### src/rtl/utmr_pkg.sv
package utmr_pkg;

  localparam int SLOT_W = 5;
  localparam int NSLOT  = 1 << SLOT_W;

  typedef enum logic [SLOT_W-1:0] {
    SL_CTRL1  = 5'd0,
    SL_CTRL2  = 5'd1,
    SL_SLAVE  = 5'd2,
    SL_IEN    = 5'd3,
    SL_STAT   = 5'd4,
    SL_EVGEN  = 5'd5,
    SL_CMODE1 = 5'd6,
    SL_CMODE2 = 5'd7,
    SL_CENA   = 5'd8,
    SL_COUNT  = 5'd9,
    SL_DIV    = 5'd10,
    SL_RELOAD = 5'd11,
    SL_CMP1   = 5'd13,
    SL_CMP2   = 5'd14,
    SL_CMP3   = 5'd15,
    SL_CMP4   = 5'd16,
    SL_DMACFG = 5'd18,
    SL_DMAWIN = 5'd19,
    SL_OPT    = 5'd20
  } slot_e;

  // Slots held as pure software storage
  function automatic logic is_plain(int unsigned idx);
    case (idx)
      0, 1, 2, 3, 6, 7, 8, 13, 14, 15, 16, 18, 19, 20: return 1'b1;
      default: return 1'b0;
    endcase
  endfunction

  // Slots that hold state of any kind (event slot counts: it has an effect)
  function automatic logic is_mapped(int unsigned idx);
    return is_plain(idx) || idx == 4 || idx == 5 || idx == 9 ||
           idx == 10 || idx == 11;
  endfunction

endpackage

### src/rtl/utmr_regs.sv
module utmr_regs import utmr_pkg::*; #(
  parameter int DATA_W = 32
) (
  input  logic              clk,
  input  logic              rst_n,
  input  logic [SLOT_W-1:0] addr,
  input  logic              wr_en,
  input  logic [DATA_W-1:0] wr_data,
  output logic [DATA_W-1:0] plain_rd,
  output logic              run_o,
  output logic              ien_o
);

  logic [DATA_W-1:0] slot_val [NSLOT];

  for (genvar g = 0; g < NSLOT; g++) begin : g_slot
    if (is_plain(g)) begin : g_store
      logic [DATA_W-1:0] q;
      always_ff @(posedge clk or negedge rst_n) begin
        if (!rst_n)                                q <= '0;
        else if (wr_en && addr == SLOT_W'(g))      q <= wr_data;
      end
      assign slot_val[g] = q;
    end else begin : g_hole
      assign slot_val[g] = '0;
    end
  end

  assign plain_rd = slot_val[addr];
  assign run_o    = slot_val[SL_CTRL1][0];
  assign ien_o    = slot_val[SL_IEN][0];

endmodule

### src/rtl/utmr_prescale.sv
module utmr_prescale #(
  parameter int PSC_W = 16
) (
  input  logic             clk,
  input  logic             rst_n,
  input  logic             run_i,
  input  logic             restart_i,
  input  logic [PSC_W-1:0] div_i,
  output logic             tick_o
);

  logic [PSC_W-1:0] phase_q;
  logic             at_lim;

  // ">=" so a divider lowered below the current phase ticks at once
  assign at_lim = phase_q >= div_i;
  assign tick_o = run_i && at_lim && !restart_i;

  always_ff @(posedge clk or negedge rst_n) begin
    if (!rst_n)         phase_q <= '0;
    else if (restart_i) phase_q <= '0;
    else if (run_i)     phase_q <= at_lim ? '0 : phase_q + 1'b1;
  end

endmodule

### src/rtl/utmr_counter.sv
module utmr_counter #(
  parameter int CNT_W = 16
) (
  input  logic             clk,
  input  logic             rst_n,
  input  logic             tick_i,
  input  logic             ld_i,
  input  logic [CNT_W-1:0] ld_val_i,
  input  logic             clr_i,
  input  logic [CNT_W-1:0] reload_i,
  output logic [CNT_W-1:0] cnt_o,
  output logic             upd_o
);

  logic [CNT_W-1:0] cnt_q;
  logic             hit;

  assign hit   = (reload_i != '0) && (cnt_q == reload_i);
  assign upd_o = tick_i && hit;
  assign cnt_o = cnt_q;

  always_ff @(posedge clk or negedge rst_n) begin
    if (!rst_n)      cnt_q <= '0;
    else if (ld_i)   cnt_q <= ld_val_i;
    else if (clr_i)  cnt_q <= '0;
    else if (tick_i) cnt_q <= hit ? '0 : cnt_q + 1'b1;
  end

endmodule

### src/rtl/utmr_top.sv
module utmr_top import utmr_pkg::*; #(
  parameter int DATA_W = 32,
  parameter int CNT_W  = 16,
  parameter int PSC_W  = 16
) (
  input  logic              clk,
  input  logic              rst_n,
  input  logic [SLOT_W-1:0] addr,
  input  logic              wr_en,
  input  logic [DATA_W-1:0] wr_data,
  output logic [DATA_W-1:0] rd_data,
  output logic              irq
);

  logic              wr_cnt, wr_ug, wr_div, wr_rel, wr_stat;
  logic [DATA_W-1:0] plain_rd;
  logic              run, ien, tick, upd, restart;
  logic [PSC_W-1:0]  div_q;
  logic [CNT_W-1:0]  reload_q, cnt_q;
  logic              stat_q, irq_q;

  assign wr_cnt  = wr_en && (addr == SL_COUNT);
  assign wr_ug   = wr_en && (addr == SL_EVGEN) && wr_data[0];
  assign wr_div  = wr_en && (addr == SL_DIV);
  assign wr_rel  = wr_en && (addr == SL_RELOAD);
  assign wr_stat = wr_en && (addr == SL_STAT);
  assign restart = wr_cnt || wr_ug;

  utmr_regs #(.DATA_W(DATA_W)) u_regs (
    .clk(clk), .rst_n(rst_n), .addr(addr), .wr_en(wr_en), .wr_data(wr_data),
    .plain_rd(plain_rd), .run_o(run), .ien_o(ien)
  );

  utmr_prescale #(.PSC_W(PSC_W)) u_psc (
    .clk(clk), .rst_n(rst_n), .run_i(run), .restart_i(restart),
    .div_i(div_q), .tick_o(tick)
  );

  utmr_counter #(.CNT_W(CNT_W)) u_cnt (
    .clk(clk), .rst_n(rst_n), .tick_i(tick), .ld_i(wr_cnt),
    .ld_val_i(wr_data[CNT_W-1:0]), .clr_i(wr_ug), .reload_i(reload_q),
    .cnt_o(cnt_q), .upd_o(upd)
  );

  always_ff @(posedge clk or negedge rst_n) begin
    if (!rst_n) begin
      div_q    <= '0;
      reload_q <= '0;
      stat_q   <= 1'b0;
      irq_q    <= 1'b0;
    end else begin
      if (wr_div) div_q    <= wr_data[PSC_W-1:0];
      if (wr_rel) reload_q <= wr_data[CNT_W-1:0];
      // AND-mask clear; a same-cycle update sets the flag regardless
      stat_q <= (wr_stat ? (stat_q & wr_data[0]) : stat_q) | (upd && ien);
      irq_q  <= upd && ien;
    end
  end

  assign irq = irq_q;

  always_comb begin
    rd_data = plain_rd;
    case (addr)
      SL_STAT:   rd_data = DATA_W'(stat_q);
      SL_COUNT:  rd_data = DATA_W'(cnt_q);
      SL_DIV:    rd_data = DATA_W'(div_q);
      SL_RELOAD: rd_data = DATA_W'(reload_q);
      default:   ;
    endcase
  end

endmodule

### config.mk
export PLATFORM = sky130hd
export DESIGN_NAME = utmr_top
export DESIGN_NICKNAME = d
export VERILOG_FILES = /design/src/rtl/utmr_pkg.sv /design/src/rtl/utmr_regs.sv /design/src/rtl/utmr_prescale.sv /design/src/rtl/utmr_counter.sv /design/src/rtl/utmr_top.sv
export SDC_FILE = /design/constraint.sdc
export NUM_CORES = 1
export LEC_CHECK = 0
export ABC_AREA = 1
export ABC_CLOCK_PERIOD_IN_PS = 3410
export BUFFER_PORTS_ARGS = -buffer_cell sky130_fd_sc_hd__buf_2
export CORE_MARGIN = 2
export CORE_UTILIZATION = 60
export DETAILED_ROUTE_END_ITERATION = 10
export GPL_TIMING_DRIVEN = 0
export PLACE_DENSITY_LB_ADDON = 0.05
export SLEW_MARGIN = 20
export SYNTH_ARGS = -nofsm -noshare
export SYNTH_HDL_FRONTEND = slang
export SYNTH_SLANG_ARGS = --single-unit
### constraint.sdc
create_clock -name clk -period 3.41 [get_ports clk]
set_input_delay 0.341 -clock clk [delete_from_list [all_inputs] [get_ports clk]]
set_output_delay 0.341 -clock clk [all_outputs]
set_load 0.005 [all_outputs]
======== Word level (Yosys, flattened, before mapping) ========
Index checks and enable logic that the tools add are counted.
storage, ports and cells
  logic and storage cells ................. 89
  bits in registers ....................... 514
cells by class
  mux-type cells .......................... 12
  reductions and logical operators ........ 31
  equal/unequal tests ..................... 19
  bitwise gates (word level) .............. 3
  magnitude comparators ................... 2
  add/subtract/negate cells ............... 2
operators with widths
  operator                                                  count
  binary-select mux 32 bit (select 5 bit)                   1
  case mux 32 bit (4 select lines)                          1
  2-to-1 mux 16 bit                                         7
  2-to-1 mux 32 bit                                         2
  equality test 5 x 4 -> 1 bit, second input constant       7
  adder 16 x 1 -> 16 bit, second input constant             2
  logical AND 1 bit                                         25
  equality test 5 x 3 -> 1 bit, second input constant       4
  equality test 5 bit, second input constant                4
  equality test 16 bit                                      1
  greater-or-equal comparator 16 bit                        1
  nonzero test 16 bit                                       1
  equality test 5 x 2 -> 1 bit, second input constant       2
  greater-or-equal comparator 6 bit, second input constant  1
  NOT 5 -> 6 bit                                            1
  equality test 5 x 1 -> 1 bit, second input constant       1
  logical NOT 5 bit                                         1
  nonzero test 3 bit                                        1
  nonzero test 2 bit                                        1
  bitwise AND 1 bit                                         1
  logical NOT 1 bit                                         1
  logical OR 1 bit                                          1
  2-to-1 mux 1 bit                                          1
  bitwise OR 1 bit                                          1

======== Longest topological paths before layout ========
  depth after elaboration ................. 9
  depth in mapped cells ................... 15
  depth with buffers taken out ............ 14

======== Modules after synthesis ========
From an unflattened synthesis, not the netlist that was laid out.
unflattened totals
  cells, all modules ...................... 3427
  area, all modules ....................... 25836.0 µm²
modules (own cells, without submodules)
  module         times used  cells an instance  sequential area each (µm²)  area an instance (µm²)
  utmr_regs      1           2627               11210.8                     20612.3
  utmr_top       1           320                850.8                       2259.7
  utmr_counter   1           257                400.4                       1486.4
  utmr_prescale  1           223                400.4                       1477.7

======== Worst setup path before layout ========
OpenSTA, ideal clock, no wires.
  path type ............................... reg2reg
  from .................................... reg u_psc.phase_q[7]
  to ...................................... reg u_psc.phase_q[10]
  buffers on the path ..................... 1
  data arrival time ....................... 1738 ps
  cell stages (with the launch flop) ...... 14
  required time ........................... 3289 ps
  setup slack ............................. 1551 ps
  cell sequence ........................... dfrtp_1 ha_1 nand2_1 nor2_1 nand2_1 nand2_1 nor2_1 nand2_1 nand2_1 nand2_1 nand2_1 nand2_1 buf_2 nor2_1
on the way
  word-level cells in the longest chain between the ends .. 4
  elaborated cells between the ends (all ways) .. 5
ends and longest elaborated chain
  item                                                                          line                                      RTL
  from (decl)                                                                   utmr_prescale.sv:12                       logic [PSC_W-1:0] phase_q;
  from (signal assigned)                                                        utmr_prescale.sv:22                       else if (run_i) phase_q <= at_lim ? '0 : phase_q + 1'b1;
  adder 16 x 1 -> 16 bit or greater-or-equal comparator 16 bit (tied branches)  utmr_prescale.sv:22, utmr_prescale.sv:16
  2-to-1 mux 16 bit * (2 in series)                                             utmr_prescale.sv:22
  2-to-1 mux 16 bit *                                                           utmr_prescale.sv:21                       else if (restart_i) phase_q <= '0;
Mark *: on every way between the ends. The rest lies on a longest branch, timed or not. The select of a mux whose other input is x is not followed.
A chain may end at the register's enable or synchronous reset.

======== Worst setup path in the final report ========
  from .................................... in addr[0]
  to ...................................... out rd_data[22]
on the way
  word-level cells in the longest chain between the ends .. 5
  elaborated cells between the ends (all ways) .. 9
ends and longest elaborated chain
  item                                                   line             RTL
  from (decl)                                            utmr_top.sv:8    input logic [SLOT_W-1:0] addr,
  NOT 5 -> 6 bit (implied by the code)                   utmr_regs.sv:29  assign plain_rd = slot_val[addr];
  binary-select mux 32 bit (select 5 bit)                utmr_regs.sv:29
  2-to-1 mux 32 bit (implied by the code) (2 in series)  utmr_regs.sv:29
  case mux 32 bit (4 select lines) *                     utmr_top.sv:64   case (addr)
  to (decl)                                              utmr_top.sv:11   output logic [DATA_W-1:0] rd_data,
Marked as above.

==> impl_metrics.tcl <==
set metrics [dict create \
    finalInstanceArea_mm2 0.02655 \
    rsz0062_at_grt "false" \
    crit_path_end_kind "output pin" \
    period_needed_ns 3.416 \
    fin_cells 3511 \
    max_stage_delay_ns 0.87 \
    status "finished, violations left" \
    yosysWarnings 0 \
    syn_avg_cell_area_um2 8.365 \
    areaGrowthSynthToFinish_pct 12.46 \
    clk_latency_ns 0.61 \
    synth_cell_types 43 \
    crit_top_cell "buf_2" \
    antenna_found_initial 0 \
    gp_congestion 0.9902 \
    hold_depth 5 \
    vias_per_cell 6.257 \
    start_util 0.6094 \
    hold_path_end "u_cnt.cnt_o[11]$_DFFE_PN0P_" \
    cts_buffers 53 \
    worstHoldStart "wr_data[11]" \
    startpoint_type "input port" \
    chipHeight_um 202.4 \
    netlist_instances 2822 \
    ir_drop_v 0.0004905 \
    fmax_mhz 292.8 \
    grt_max_degree 99 \
    drc 0 \
    path_class "in -> out" \
    pin_count 73 \
    ys_seq_area_frac 0.5449 \
    timing.hold.ws_ns 0.04854 \
    crit_required_ns 3.07 \
    synth_seq_cells 514 \
    setup_tns_ns -0.005606 \
    num_vias 21970 \
    cts_post_setup_buffers_inserted 0 \
    layout_worst_path_cycle_share 1.002 \
    rrSetupSlack_ns 0.91 \
    drv_cap 0 \
    hold_class "in -> reg" \
    power.density_mw_per_mm2 627.6 \
    nets 3012 \
    die_area_mm2 0.04095 \
    worstMarginPinSlew_ns 1.167 \
    r2r-end "u_psc.phase_q[11]$_DFFE_PN0P_" \
    path_clk_slew_ns 0.06 \
    num_rows 72 \
    dr.pass1.iters 6 \
    cp_cell_sequence "buf_2 > inv_2 > nor2_2 > buf_2 > clkbuf_1 > a22oi_1 > a31oi_1 > nor2_1 > nor2_1 > buf_2" \
    crit_family "buffers and inverters" \
    grt_pass1_vias 21550 \
    place_area_mm2 0.02476 \
    place_hpwl_mm 61.25 \
    violations "setup timing" \
    worst_slack_ns -0.005606 \
    skew_ns 0.009164 \
    drtAntennaViolNets 0 \
    p_leak_uw 0.01267 \
    grt_overflow_total 0 \
    drive_above_1_share 0.07654 \
    first_iter_violations 2952 \
    dp_slack_ns 0.0007541 \
    portBuffers 71 \
    track_usage 0.4200 \
    cp_max_fo 10 \
    placed_cells 3416 \
    cts.sinks 514 \
    wl_per_cell_um 24.09 \
    clock-root-buffer "clkbuf_16" \
    dieWidth_um 202.4 \
    synth_area_mm2 0.02361 \
    clockBufferDepth 3 \
    fillCellCount 3214 \
    grt_pass1_wl_mm 129.3 \
    htree_levels 2 \
    syn_nets 2880 \
    routed_wl_mm 84.58 \
    finalSetupViolCount 1 \
    r2r-start "div_q[7]$_DFFE_PN0P_" \
    worst_path_max_delay_cell "clkbuf_1" \
    coreArea_mm2 0.03874 \
    tritoncts "built" \
    timing.critical_path.buf_inv 5 \
    slew_viol_final 0 \
    maxSlewHeadroom 0.2220 \
    hold_violations 0 \
    reg2regPathDepth 14 \
    arrival_ns 3.07 \
]
-- flip-flops by register name (all words and copies together) (netlist names) --
register	cells
irq	1
u_cnt.cnt_o	16
div_q	16
u_psc.phase_q	16
u_regs.g_slot.g_store.q	448
reload_q	16
stat_q	1
-- layout make-up --
class                      count  area, um^2  area share
antenna                        1       2.502  0.00009426
clock inverter                13       182.7    0.006881
multi-input combinational   1986        9475      0.3569
inverter                     125       469.2     0.01767
sequential                   514       12860      0.4845
clock buffer                  80        1589     0.05986
timing repair buffer          77       513.0     0.01932
tap                          518       648.1     0.02441
buffer                       197       804.5     0.03031
-- worst max path at each step --
stage,depth (start not counted),endpoint,from,slack [ns]
global route,10,rd_data[22],addr[0],0.04
global placement,1,u_regs.g_slot[0].g_store.q[25]$_DFFE_PN0P_,rst_n,-8.24
finish,10,rd_data[22],addr[0],-0.006
floorplan,13,u_psc.phase_q[10]$_DFFE_PN0P_,u_psc.phase_q[7]$_DFFE_PN0P_,1.55
detailed placement,10,rd_data[18],addr[0],0.0008
CTS,10,rd_data[17],addr[0],0.04
-- metrics by stage --
stage / utilization / total power, uW
finish: 0.6853 / 16660
global route: 0.6852 / 17340
CTS: 0.6852 / 16560
detailed placement: 0.6391 / 10650
global placement: 0.6353 / 10490
floorplan: - / 9558
-- synthesized netlist by cell type, drive strengths merged --
cell / instances / area share
a211oi: 1 / 0.00032
a21boi: 3 / 0.00095
a21o: 1 / 0.00032
a21oi: 53 / 0.011
a221oi: 8 / 0.0030
a22o: 13 / 0.0048
a22oi: 134 / 0.043
a31oi: 16 / 0.0042
a32oi: 2 / 0.00074
a41oi: 1 / 0.00037
buf: 52 / 0.011
clkbuf: 145 / 0.023
clkinv: 1 / 0.00016
dfrtp: 514 / 0.54
ha: 18 / 0.0095
inv: 124 / 0.020
nand2: 999 / 0.16
nand3: 43 / 0.0091
nand3b: 2 / 0.00064
nand4: 31 / 0.0082
nor2: 81 / 0.014
nor3: 8 / 0.0017
nor3b: 1 / 0.00032
nor4: 1 / 0.00027
o2111ai: 13 / 0.0048
o211ai: 3 / 0.00095
o21ai: 515 / 0.11
o21bai: 1 / 0.00048
o22ai: 15 / 0.0040
o31ai: 3 / 0.00095
xnor2: 3 / 0.0011
xor2: 17 / 0.0063
-- where the power goes --
part / switching [uW] / total, uW / internal (uW)
clock: 2500 / 6000 / 3500
sequential: 745 / 7970 / 7220
combinational: 1750 / 2700 / 946
total: 4990 / 16700 / 11700
-- placed cells by master, fill, tap and decap left out, drive strengths merged, types with 16 or more instances in the layout --
cell type  netlist  final
ha              18     18
buf             52    127
nand3           43     43
clkbuf         145    226
a22oi          134    134
nor2            81     81
dfrtp          514    514
inv            124    124
xor2            17     17
o21ai          515    515
a31oi           16     16
nand4           31     31
a21oi           53     53
nand2          999    999
-- layer usage --
| metal | track usage | up-vias | routed length [um] |
|---|---|---|---|
| met5 | 0 | - | 0 |
| met4 | 0.2453 | 0 | 5347 |
| met3 | 0.09755 | 266 | 8703 |
| met2 | 0.6345 | 1287 | 38090 |
| met1 | 0.5589 | 10740 | 32430 |
| li1 | - | 9675 | - |
-- repair_timing --
action | in CTS | in global routing
gates resized for setup | 1 | 2
setup endpoints to repair | 1 | 2
hold buffers | 1 | 0
endpoints found under the hold margin | 86 | 0
cloned | 0 | 0
pin swaps | 0 | 0
-- tightest hold or removal path, cell delays in order --
cell     delay, ns
buf_2         0.09
nand2_1       0.04
o21ai_0       0.06
nand2_1       0.05
nand2_1       0.05
-- logic make-up after synthesis --
group,count (synthesis),synth area share
and+or+nand+nor,1166,0.1950
AOI/OAI and AO/OA,782,0.1894
DFF,514,0.5449
buffers and inverters,322,0.05374
xor gates and xnor gates,20,0.007420
adders and majority gates,18,0.009541
Note: power is estimated with default switching activity, not from simulation.
